[src/rtl/fx_pkg.sv]
package fx_pkg;

    localparam int FX_W      = 32;
    localparam int CNT_W     = $clog2(FX_W) + 1;
    localparam int DBL_W     = 2 * FX_W;
    localparam int STAGES    = CNT_W;

    localparam int SH_LSB    = 0;
    localparam int WD_LSB    = CNT_W;
    localparam int INS_BIT   = 2 * CNT_W;

    typedef logic [FX_W-1:0]  word_t;
    typedef logic [CNT_W-1:0] cnt_t;

    typedef struct packed {
        logic insert;
        cnt_t width;
        cnt_t shift;
    } fx_desc_t;

    function automatic cnt_t fx_clamp(input cnt_t raw);
        if (raw > cnt_t'(FX_W))
            return cnt_t'(FX_W);
        return raw;
    endfunction

endpackage

[src/rtl/fx_desc_decode.sv]
module fx_desc_decode
    import fx_pkg::*;
(
    input  word_t    desc_word,
    output fx_desc_t desc
);
    cnt_t raw_shift;
    cnt_t raw_width;

    always_comb begin
        raw_shift   = desc_word[SH_LSB +: CNT_W];
        raw_width   = desc_word[WD_LSB +: CNT_W];
        desc.shift  = fx_clamp(raw_shift);
        desc.width  = fx_clamp(raw_width);
        desc.insert = desc_word[INS_BIT];
    end
endmodule

[src/rtl/fx_funnel_shift.sv]
module fx_funnel_shift
    import fx_pkg::*;
(
    input  word_t hi_word,
    input  word_t lo_word,
    input  cnt_t  amount,
    output word_t shifted
);
    logic [DBL_W-1:0] stage [STAGES+1];

    assign stage[0] = {hi_word, lo_word};

    for (genvar k = 0; k < STAGES; k++) begin : g_stage
        assign stage[k+1] = amount[k] ? (stage[k] << (1 << k)) : stage[k];
    end

    assign shifted = stage[STAGES][DBL_W-1:FX_W];
endmodule

[src/rtl/fx_mask_gen.sv]
module fx_mask_gen
    import fx_pkg::*;
(
    input  fx_desc_t desc,
    output word_t    mask
);
    localparam word_t ALL_ONES = '1;

    word_t width_mask;
    word_t trim_mask;
    cnt_t  gap;

    always_comb begin
        gap        = cnt_t'(FX_W) - desc.width;
        width_mask = ALL_ONES >> gap;
        trim_mask  = ALL_ONES << desc.shift;
        mask       = desc.insert ? (width_mask & trim_mask) : width_mask;
    end
endmodule

[src/rtl/fx_merge.sv]
module fx_merge
    import fx_pkg::*;
(
    input  word_t mask,
    input  word_t shifted,
    input  word_t background,
    input  logic  insert,
    output word_t merged
);
    word_t keep;

    always_comb begin
        keep   = insert ? (background & ~mask) : '0;
        merged = (shifted & mask) | keep;
    end
endmodule

[src/rtl/fx_field_unit.sv]
module fx_field_unit
    import fx_pkg::*;
#(
    parameter bit REG_OUT = 1'b1
) (
    input  logic        clk,
    input  logic        rst,
    input  logic [31:0] left_i,
    input  logic [31:0] right_i,
    input  logic [31:0] desc_i,
    output logic [31:0] result_o
);
    fx_desc_t dsc;
    word_t    shf;
    word_t    msk;
    word_t    comb_res;

    fx_desc_decode u_dec (
        .desc_word (desc_i),
        .desc      (dsc)
    );

    fx_funnel_shift u_shf (
        .hi_word (left_i),
        .lo_word (right_i),
        .amount  (dsc.shift),
        .shifted (shf)
    );

    fx_mask_gen u_msk (
        .desc (dsc),
        .mask (msk)
    );

    fx_merge u_mrg (
        .mask       (msk),
        .shifted    (shf),
        .background (right_i),
        .insert     (dsc.insert),
        .merged     (comb_res)
    );

    if (REG_OUT) begin : g_reg
        word_t res_q;
        always_ff @(posedge clk) begin
            if (rst) res_q <= '0;
            else     res_q <= comb_res;
        end
        assign result_o = res_q;

        AST_REG_LATENCY: assert property (@(posedge clk) disable iff (rst)
            !$past(rst) |-> result_o == $past(comb_res));
    end else begin : g_comb
        assign result_o = comb_res;
    end

    AST_EXTRACT_HIGH_ZERO: assert property (@(posedge clk) disable iff (rst)
        !dsc.insert |-> (comb_res >> dsc.width) == '0);

    AST_INSERT_LOW_BACKGROUND: assert property (@(posedge clk) disable iff (rst)
        dsc.insert |-> ((comb_res ^ right_i) & ~({FX_W{1'b1}} << dsc.shift)) == '0);

    AST_ZERO_WIDTH: assert property (@(posedge clk) disable iff (rst)
        (!dsc.insert && dsc.width == '0) |-> comb_res == '0);

    AST_SHIFT0_PASS: assert property (@(posedge clk) disable iff (rst)
        (!dsc.insert && dsc.shift == '0 && dsc.width == cnt_t'(FX_W)) |-> comb_res == left_i);

    AST_CLAMPED_FIELDS: assert property (@(posedge clk) disable iff (rst)
        (dsc.shift <= cnt_t'(FX_W)) && (dsc.width <= cnt_t'(FX_W)) && (desc_i[31:13] == desc_i[31:13]));
endmodule

[config.mk]
export PLATFORM = sky130hd
export DESIGN_NAME = fx_field_unit
export DESIGN_NICKNAME = d
export VERILOG_FILES = /design/src/rtl/fx_pkg.sv /design/src/rtl/fx_desc_decode.sv /design/src/rtl/fx_funnel_shift.sv /design/src/rtl/fx_mask_gen.sv /design/src/rtl/fx_merge.sv /design/src/rtl/fx_field_unit.sv
export SDC_FILE = /design/constraint.sdc
export NUM_CORES = 1
export LEC_CHECK = 0
export BUFFER_PORTS_ARGS = -buffer_cell sky130_fd_sc_hd__buf_2
export CORE_ASPECT_RATIO = 1.75
export CORE_MARGIN = 2
export CORE_UTILIZATION = 60
export DETAILED_ROUTE_END_ITERATION = 6
export HOLD_SLACK_MARGIN = 0.02
export PLACE_DENSITY = 0.86
export SYNTH_ARGS = -nofsm -noshare
export SYNTH_HDL_FRONTEND = slang
export SYNTH_SLANG_ARGS = --single-unit
[constraint.sdc]
create_clock -name clk -period 4.4 [get_ports clk]
set_input_delay 0.66 -clock clk [delete_from_list [all_inputs] [get_ports clk]]
set_output_delay 0.66 -clock clk [all_outputs]
set_load 0.01 [all_outputs]
==> impl_metrics.tcl, run 1 <==
set metrics [dict create \
    post_cts.resized_instances 0 \
    global_route_wire_length_before_repair_um 48500 \
    cts_made_buffers 5 \
    yosysSeqAreaShare_pct 9.80 \
    largest_net_degree_at_the_start_of_global_routing 77 \
    synth_area_per_cell_um2 7.25 \
    finalHoldViolations 0 \
    synth_top_area_share_pct 11.3 \
    cts.repair_timing.setup_buffer_count 0 \
    drtPass1Iterations 7 \
    antenna_violating_nets_post_route 0 \
    power_density_nw_per_um2 216 \
    syn-num-nets 1002 \
    worst_ep_required_time_ns 4.52 \
    routed-wl-met3_um 4880 \
    yosys.cell_types.count 80 \
    globalplace.congestion 1.10 \
    io-pin-count 130 \
    wl_um 32700 \
    syn_inst 901 \
    maxSlewViolCount 0 \
    floorplan.initialDensity_pct 61.5 \
    number_of_enable_type_register_cells_in_the_synthesized_netlist 0 \
    largest_register_ff_count 32 \
    layout_commonest_cell "sky130_fd_sc_hd__buf_2" \
    top_layer "met5" \
    final_nets 1052 \
    area_growth_syn_to_layout_pct 10.5 \
    critical_path.startpoint_type "primary input" \
    die_area_um2 11800 \
    cts_max_path_buffers 2 \
    synth.top_cells.by_area "sky130_fd_sc_hd__mux2i_1, sky130_fd_sc_hd__dfxtp_1, sky130_fd_sc_hd__mux4_2" \
    tritoncts_clock_tree "done" \
    postSynthRegisterBits 32 \
    wire_per_inst_um 30.3 \
    power.ir.vdd_worst_mv 0.324 \
    met2_length_um 14100 \
    dr.first_iter.drc_count 1730 \
    chipHeight_um 142 \
    die_x_um 82.9 \
    final.setup.tns_ns 0 \
    post_cts_hold_buffer_count 0 \
    num_rows 50 \
    totalPowerFinal_uw 1560 \
    antenna_cells_inserted 0 \
    yosys_warnings 0 \
    final_cell_mix "sky130_fd_sc_hd__buf_2, sky130_fd_sc_hd__nand2_1, sky130_fd_sc_hd__mux2i_1" \
    dpl.cell_count 1074 \
    detailroute.via_count 8986 \
    run_status "complete, but fails checks" \
    synthFlopType "sky130_fd_sc_hd__dfxtp_1" \
    cts.htree.levels 2 \
    clock-root-buffer "sky130_fd_sc_hd__clkbuf_16" \
    cp.arrival_ns 3.55 \
    worst_min_delay_path_category "primary input to register" \
    clock_sinks 32 \
    timing_worst_setup_path_type "primary input to register" \
    critical_path_end_type "register" \
    first_global_vias 8159 \
    wl_met1_um 10100 \
    unrepaired_setup_endpoints_after_global_routing "false" \
    grtUsageTotal_pct 53.1 \
    fin_crit_period_ns 3.42 \
    synth_largest_area_cell "sky130_fd_sc_hd__mux2i_1" \
    layout-drive-gt1-share_pct 21.5 \
    final.fill_count 979 \
    buffer_ports.inserted 110 \
    violated_checks "DRC" \
    largest_fanout_on_the_critical_path 29 \
    maxSlewHeadroom_pct 2.80 \
    grt_remaining_overflow 0 \
    detail_route.drc_violations 2 \
    fin_hold_ws_ns 0.626 \
    detailedPlacementHpwl_um 23600 \
    async_reset_ff_share_pct 0 \
    synth_area_um2 6540 \
    setup_viol 0 \
    max_cap_violations 0 \
    timing_worst_slew_pin_value_ns 1.44 \
    instances_no_fill 1082 \
    cts.reportedPaths.clkPinSlew_ns 0.06 \
    number_of_antenna_violations_at_the_first_check_in_global_routing 1 \
    max_freq_mhz 292 \
    avgViaCountPerCell 8.30 \
    power.leakage_uw 0.00282 \
    fin_crit_sh_pct 77.8 \
    placeableCoreArea_um2 10600 \
]
worst max-delay path, stage by stage:
cell                       delay (ns)
sky130_fd_sc_hd__buf_4           0.31
sky130_fd_sc_hd__buf_4           0.41
sky130_fd_sc_hd__nand2b_1        0.29
sky130_fd_sc_hd__buf_4           0.28
sky130_fd_sc_hd__o22a_1          0.16
sky130_fd_sc_hd__o211ai_1        0.37
sky130_fd_sc_hd__o22ai_1         0.15
sky130_fd_sc_hd__o21ai_0         0.69
sky130_fd_sc_hd__a311oi_1        0.20
through the flow:
stage | setup WS, ns | cell area (um2) | util, %
finish | 0.977 | 7220 | 67.9
global route | 0.956 | 7220 | 67.9
floorplan | 1.73 | 6540 | -
global placement | 1.01 | 7080 | 66.5
detailed placement | 0.955 | 7080 | 66.5
CTS | 1.26 | 7220 | 67.9
worst paths after layout:
check | slack (ns) | cells past startpoint | end | from
worst max-delay path | 0.98 | 9 | result_o[29]$_SDFF_PP0_ | desc_i[1]
worst min-delay path | 0.63 | 3 | result_o[1]$_SDFF_PP0_ | right_i[1]
synth_stat cells, drive strengths merged (19+ instances only):
library cell,count
a21oi,51
nor3,22
nand3,30
nor2,70
clkbuf,42
dfxtp,32
o21ai,55
mux2i,74
nand2,88
a22oi,38
a2bb2oi,19
o211ai,27
buf,59
mux4,21
area by class of cell:
cell class	instances	area, um2	area share (%)
multi-input cells	752	5380	74.5
repair buffers	144	833	11.5
flip-flops and latches	32	641	8.87
well taps	130	163	2.25
clock buffers	5	125	1.73
inverters	16	60.1	0.832
clock inverters	3	18.8	0.260
where the power goes:
| group | total, uW | internal [uW] | switching, uW |
|---|---|---|---|
| registers | 325 | 318 | 6.69 |
| logic | 878 | 303 | 575 |
| clock network | 358 | 209 | 149 |
| total | 1560 | 830 | 731 |
logic make-up (layout without fill, tap and decap cells):
kind of cell,after synthesis,count (layout),synth area share (%)
adders and majority gates,3,3,0.574
muxes,103,103,19.9
DFF,32,32,9.80
xor gates and xnor gates,1,1,0.134
AOI/OAI and AO/OA,351,351,38.5
and+or+nand+nor,294,294,22.9
buffers and inverters,117,168,8.10
metal layers:
metal / global-route usage, % / up-vias
li1: - / 3647
met1: 59.3 / 4022
met2: 82.4 / 997
met3: 16.4 / 318
met4: 43.8 / 2
met5: 0 / -
Power figures use the tool's default switching activity.
==> run 2: changes to the inputs <==
- ABC_AREA: unset -> 1
- CORE_UTILIZATION: 60 -> 56
- PLACE_DENSITY: 0.86 -> 0.83
- clock period: 4.4 -> 3.35 ns (I/O delays scaled with it)
==> run 2 against run 1 <==
The flow still finishes with violations (DRC). Critical path depth increased by 7. Largest power group unchanged. Combinational power increased by 21%. Sequential share of layout area increased by 1.3 points. Critical endpoint is now result_o[30]$_SDFF_PP0_. Die area shrank 9.1%. Worst hold slack lost 0.13 ns. Flip-flop and latch count did not move.
==> impl_metrics.tcl, run 2 <==
set metrics [dict create \
    run_status "complete, but fails checks" \
    violated_checks "DRC" \
    worst_path_largest_cell_delay_ns 0.51 \
    unrepaired_setup_endpoints_after_global_routing "false" \
    worst_min_delay_path_category "primary input to register" \
    buffer_ports.inserted 110 \
    detailedPlacementHpwl_um 20100 \
    syn-num-nets 1191 \
    yosys.cell_types.count 34 \
    final.fill_count 1024 \
    number_of_antenna_violations_at_the_first_check_in_global_routing 1 \
    dpl_cell_area_um2 6170 \
    first_global_vias 7457 \
    tritoncts_clock_tree "done" \
    setup_viol 0 \
    timing.critical_path.mode_cell "sky130_fd_sc_hd__nor2_1" \
    largest_fanout_on_the_critical_path 4 \
    synthFlopType "sky130_fd_sc_hd__dfxtp_1" \
    totalPowerFinal_uw 1980 \
    power_density_nw_per_um2 313 \
    final_core_util_pct 65.0 \
    syn_inst 1090 \
    area_growth_syn_to_layout_pct 14.4 \
    detail_route.drc_violations 1 \
    critical_path_end_type "register" \
    maxSlewHeadroom_pct 50.1 \
    power.leakage_uw 0.00337 \
    cts_max_path_buffers 2 \
    timing_worst_setup_path_type "primary input to register" \
    clock-root-buffer "sky130_fd_sc_hd__clkbuf_16" \
    number_of_enable_type_register_cells_in_the_synthesized_netlist 0 \
    globalplace.congestion 1.04 \
    critical_path_cell_count 16 \
    final_nets 1262 \
    worstPathBufferInverterCount 5 \
    layout_commonest_cell "sky130_fd_sc_hd__nand3_1" \
    grt_remaining_overflow 0 \
    final_cell_mix "sky130_fd_sc_hd__nand3_1, sky130_fd_sc_hd__nand2_1, sky130_fd_sc_hd__buf_2" \
    wl_um 26700 \
    yosysSeqAreaShare_pct 11.6 \
    wire_per_inst_um 20.8 \
    postSynthRegisterBits 32 \
    grtUsageTotal_pct 49.3 \
    dr.first_iter.drc_count 1094 \
    synth_area_per_cell_um2 5.07 \
    num_rows 48 \
    worst_path_max_delay_cell "sky130_fd_sc_hd__nor3_1" \
    finalHoldViolations 0 \
    yosys_warnings 0 \
    critical_path_cell_by_cell "buf_2 -> nor2_1 -> nand2_1 -> nor2_1 -> inv_1 -> nand2_1 -> inv_1 -> nor2_1 -> inv_1 -> ha_1 -> inv_1 -> o21ai_0 -> nor3_1 -> nand3_1 -> nor2_1 -> nor2_1" \
    clock_sinks 32 \
    avgViaCountPerCell 6.50 \
    worstHoldPathCells 3 \
    largest_register_ff_count 32 \
    die_area_um2 10700 \
    yosys.cell_count.top_type "sky130_fd_sc_hd__nand3_1" \
    layout.cell_area.non_filler_um2 6320 \
    max_freq_mhz 365 \
    synth_largest_area_cell "sky130_fd_sc_hd__nand3_1" \
    floorplan.initialDensity_pct 56.8 \
    fin_crit_period_ns 2.74 \
    detailroute.via_count 8369 \
    cp.arrival_ns 2.92 \
    maxSlewViolCount 0 \
    instances_no_fill 1287 \
    drtPass1Iterations 7 \
    cp_top_family "simple AND/OR/NAND/NOR gates" \
    cts_made_buffers 5 \
    io-pin-count 130 \
    final.setup.tns_ns 0 \
    global_route_wire_length_before_repair_um 40000 \
    ys_top_cells_by_count "sky130_fd_sc_hd__nand3_1, sky130_fd_sc_hd__nand2_1, sky130_fd_sc_hd__inv_1" \
    synth_area_um2 5520 \
    chipHeight_um 135 \
    cts.reportedPaths.clkPinSlew_ns 0.06 \
    layout-drive-gt1-share_pct 13.5 \
    dpl.cell_count 1279 \
    fin_crit_sh_pct 81.7 \
    antenna_cells_inserted 0 \
    largest_net_degree_at_the_start_of_global_routing 67 \
    synth_top_area_share_pct 39.9 \
    post_cts_hold_buffer_count 0 \
    post_cts.resized_instances 0 \
    placeableCoreArea_um2 9730 \
    max_cap_violations 0 \
    cts.htree.levels 2 \
    timing_worst_slew_pin_value_ns 0.749 \
    critical_path.startpoint_type "primary input" \
    power.ir.vdd_worst_mv 0.258 \
    worst_ep_required_time_ns 3.53 \
    synth.top_cells.by_area "sky130_fd_sc_hd__nand3_1, sky130_fd_sc_hd__nand2_1, sky130_fd_sc_hd__dfxtp_1" \
    async_reset_ff_share_pct 0 \
    cts.repair_timing.setup_buffer_count 0 \
    antenna_violating_nets_post_route 0 \
    die_x_um 79.1 \
]
## run 2: changes by cell type in the layout (fill, tap and decap cells not counted), sizes merged, moves of 16 or more
cell | before | now
inv | 15 | 91
nand2 | 88 | 261
mux2i | 74 | 0
nand3 | 30 | 440
nor2 | 70 | 54
nor3 | 22 | 5
o22ai | 18 | 0
a2bb2oi | 19 | 0
a22oi | 38 | 0
nor3b | 17 | 0
mux4 | 21 | 0
## run 2: per-layer routing
layer | GRT usage [%] | vias up | wire [um]
met5 | 0 | - | 0
met4 | 43.6 | 0 | 3080
met3 | 12.6 | 196 | 3090
met2 | 78.0 | 641 | 11900
met1 | 53.4 | 3656 | 8690
li1 | - | 3876 | -
## run 2: where the power goes
group          internal, uW  total, uW  switching, uW
Clock                   294        494            200
Sequential              419        428           8.90
Combinational           332       1060            723
## run 2: final timing paths
check | to | start
worst min-delay path | result_o[15]$_SDFF_PP0_ | right_i[15]
worst max-delay path | result_o[30]$_SDFF_PP0_ | desc_i[6]
## run 2: per-stage QoR
step                      hold WS, ns  setup slack [ns]
after global placement          0.794             0.472
after detailed placement        0.796             0.358
after global routing            0.515             0.399
after floorplan                 0.667              1.04
after CTS                       0.496             0.661
final                           0.497             0.612
## run 2: final cells by class
type	instances	area (um2)	area share, %
Clock buffer	6	139	2.20
Clock inverter	2	10.0	0.158
Inverter	94	353	5.58
Multi-Input combinational cell	890	4210	66.6
Sequential cell	32	641	10.1
Tap cell	125	156	2.47
Timing Repair Buffer	138	811	12.8
## run 2: cells by family after synthesis
family          synth area share (%)
simple gates                    63.5
buf+inv                         12.3
compound gates                  11.9
flops                           11.6
fa+ha+maj                      0.680
==> run 3: changes to the inputs <==
- CORE_UTILIZATION: 56 -> 51
- PLACE_DENSITY: 0.83 -> 0.79
- clock period: 3.35 -> 2.2 ns (I/O delays scaled with it)
==> run 3 against run 2 <==
The flow now finishes without violations. Critical path depth fell by 3. Core utilization rose by 3.3 points. Count of clock-buffer cells in the layout fell by 1. Combinational power increased by 74%. Worst setup slack worse by 0.59 ns. Non-clock buffer count grew 90. Via count increased by 8.3%. Sequential power up 53%.
==> impl_metrics.tcl, run 3 (synthesis gave the netlist of run 2 again) <==
set metrics [dict create \
    run_status "complete, no violations" \
    largest_fanout_on_the_critical_path 18 \
    chipHeight_um 142 \
    unrepaired_setup_endpoints_after_global_routing "true" \
    largest_register_ff_count 32 \
    timing_worst_setup_path_type "primary input to register" \
    cts.reportedPaths.clkPinSlew_ns 0.06 \
    cp.arrival_ns 2.37 \
    critical_path_end_type "register" \
    dr.first_iter.drc_count 1826 \
    wl_um 28800 \
    cts_max_path_buffers 2 \
    layout-drive-gt1-share_pct 22.1 \
    cp_top_family "simple AND/OR/NAND/NOR gates" \
    power_density_nw_per_um2 448 \
    floorplan.initialDensity_pct 51.9 \
    layout_commonest_cell "sky130_fd_sc_hd__nand3_1" \
    maxSlewHeadroom_pct 62.3 \
    min_from "right_i[15]" \
    max_freq_mhz 459 \
    area_growth_syn_to_layout_pct 31.4 \
    antenna_cells_inserted 0 \
    final_nets 1352 \
    finalHoldViolations 0 \
    worst_path_largest_cell_delay_ns 0.24 \
    layout.cell_area.non_filler_um2 7250 \
    clock-root-buffer "sky130_fd_sc_hd__clkbuf_16" \
    setup_viol 0 \
    multi_input_area_um2 4380 \
    largest_net_degree_at_the_start_of_global_routing 59 \
    antenna_violating_nets_post_route 0 \
    num_rows 50 \
    dpl_cell_area_um2 6890 \
    drtPass1Iterations 7 \
    worstSetupStartpoint "desc_i[3]" \
    critical_path_cell_by_cell "buf_2 -> nor2_4 -> nand3_1 -> nand2_2 -> nand2_4 -> buf_4 -> nand2_1 -> nand3_1 -> nand3_1 -> nand3_1 -> nand3_1 -> nand3_1 -> o21a_1" \
    number_of_antenna_violations_at_the_first_check_in_global_routing 0 \
    final_cell_mix "sky130_fd_sc_hd__nand3_1, sky130_fd_sc_hd__nand2_1, sky130_fd_sc_hd__buf_2" \
    timing.critical_path.mode_cell "sky130_fd_sc_hd__nand3_1" \
    power.leakage_uw 0.00387 \
    maxSlewViolCount 0 \
    instances_no_fill 1382 \
    grt_remaining_overflow 0 \
    power.ir.vdd_worst_mv 0.374 \
    grtUsageTotal_pct 50.8 \
    tritoncts_clock_tree "done" \
    cts_made_buffers 5 \
    worstPathBufferInverterCount 2 \
    area.sequential_um2 641 \
    placeableCoreArea_um2 10600 \
    detail_route.drc_violations 0 \
    first_global_vias 8310 \
    critical_path.startpoint_type "primary input" \
    die_x_um 82.7 \
    die_area_um2 11700 \
    detailedPlacementHpwl_um 21900 \
    clock_sinks 32 \
    global_route_wire_length_before_repair_um 44100 \
    io-pin-count 130 \
    globalplace.congestion 1.26 \
    buffer_ports.inserted 110 \
    timing_worst_slew_pin_value_ns 0.560 \
    avgViaCountPerCell 6.56 \
    detailroute.via_count 9064 \
    fin_crit_sh_pct 99.0 \
    cts.htree.levels 2 \
    worst_ep_required_time_ns 2.39 \
    worst_path_max_delay_cell "sky130_fd_sc_hd__nand3_1" \
    dpl.cell_count 1372 \
    fin_crit_period_ns 2.18 \
    final.fill_count 1053 \
    max_cap_violations 0 \
    wire_per_inst_um 20.9 \
    worst_min_delay_path_category "primary input to register" \
]
## run 3: changes by cell type in the layout (fill, tap and decap cells not counted), sizes merged
cell and change:
buf +90, clkbuf -1, clkinv -1, clkinvlp +2
## run 3: area by class of cell
| cell class | instances | share of cell area (%) |
|---|---|---|
| Tap cell | 130 | 2.24 |
| Multi-Input combinational cell | 890 | 60.4 |
| Clock inverter | 3 | 0.328 |
| Inverter | 94 | 4.90 |
| Clock buffer | 5 | 1.72 |
| Sequential cell | 32 | 8.83 |
| Timing Repair Buffer | 228 | 21.6 |
## run 3: worst paths after layout
check	endpoint	slack, ns	cells past startpoint
max	result_o[23]$_SDFF_PP0_	0.02	13
min	result_o[15]$_SDFF_PP0_	0.33	3
## run 3: worst min-delay path, delay by kind of cell
family | cells | cell delay (ns)
AOI/OAI and AO/OA | 1 | 0.06
buffers and inverters | 1 | 0.11
and+or+nand+nor | 1 | 0.07
## run 3: through the flow
step	power (uW)	TNS (ns)	hold slack [ns]	utilization (%)	worst slack, ns
global placement	2330	-6.55	0.626	64.8	-0.414
floorplan	1660	0	0.494	-	0.0588
CTS	3110	0	0.328	66.7	0.00174
global route	3400	-0.307	0.358	68.2	-0.0597
finish	3250	0	0.330	68.2	0.0222
detailed placement	2350	-7.75	0.637	64.8	-0.506
## run 3: report_power, final
group | internal (uW) | leakage [uW] | switching [uW]
sequential | 638 | 0.000265 | 18.9
clock | 422 | 0.0000660 | 330
combinational | 661 | 0.00354 | 1180
## run 3: layer usage
metal  up-vias  GRT usage, %  part of all wire (%)
li1       4067             -                     -
met1      3925          50.9                    31
met2       804          77.4                    45
met3       268          21.2                    13
met4         0          44.8                    12
met5         -          6.19                     0
## run 3: timing repair
action	in CTS	in global routing
pin swaps	2	10
setup buffers	0	2
gates resized for setup	9	44
hold buffers	0	0
endpoints found under the setup margin	6	31
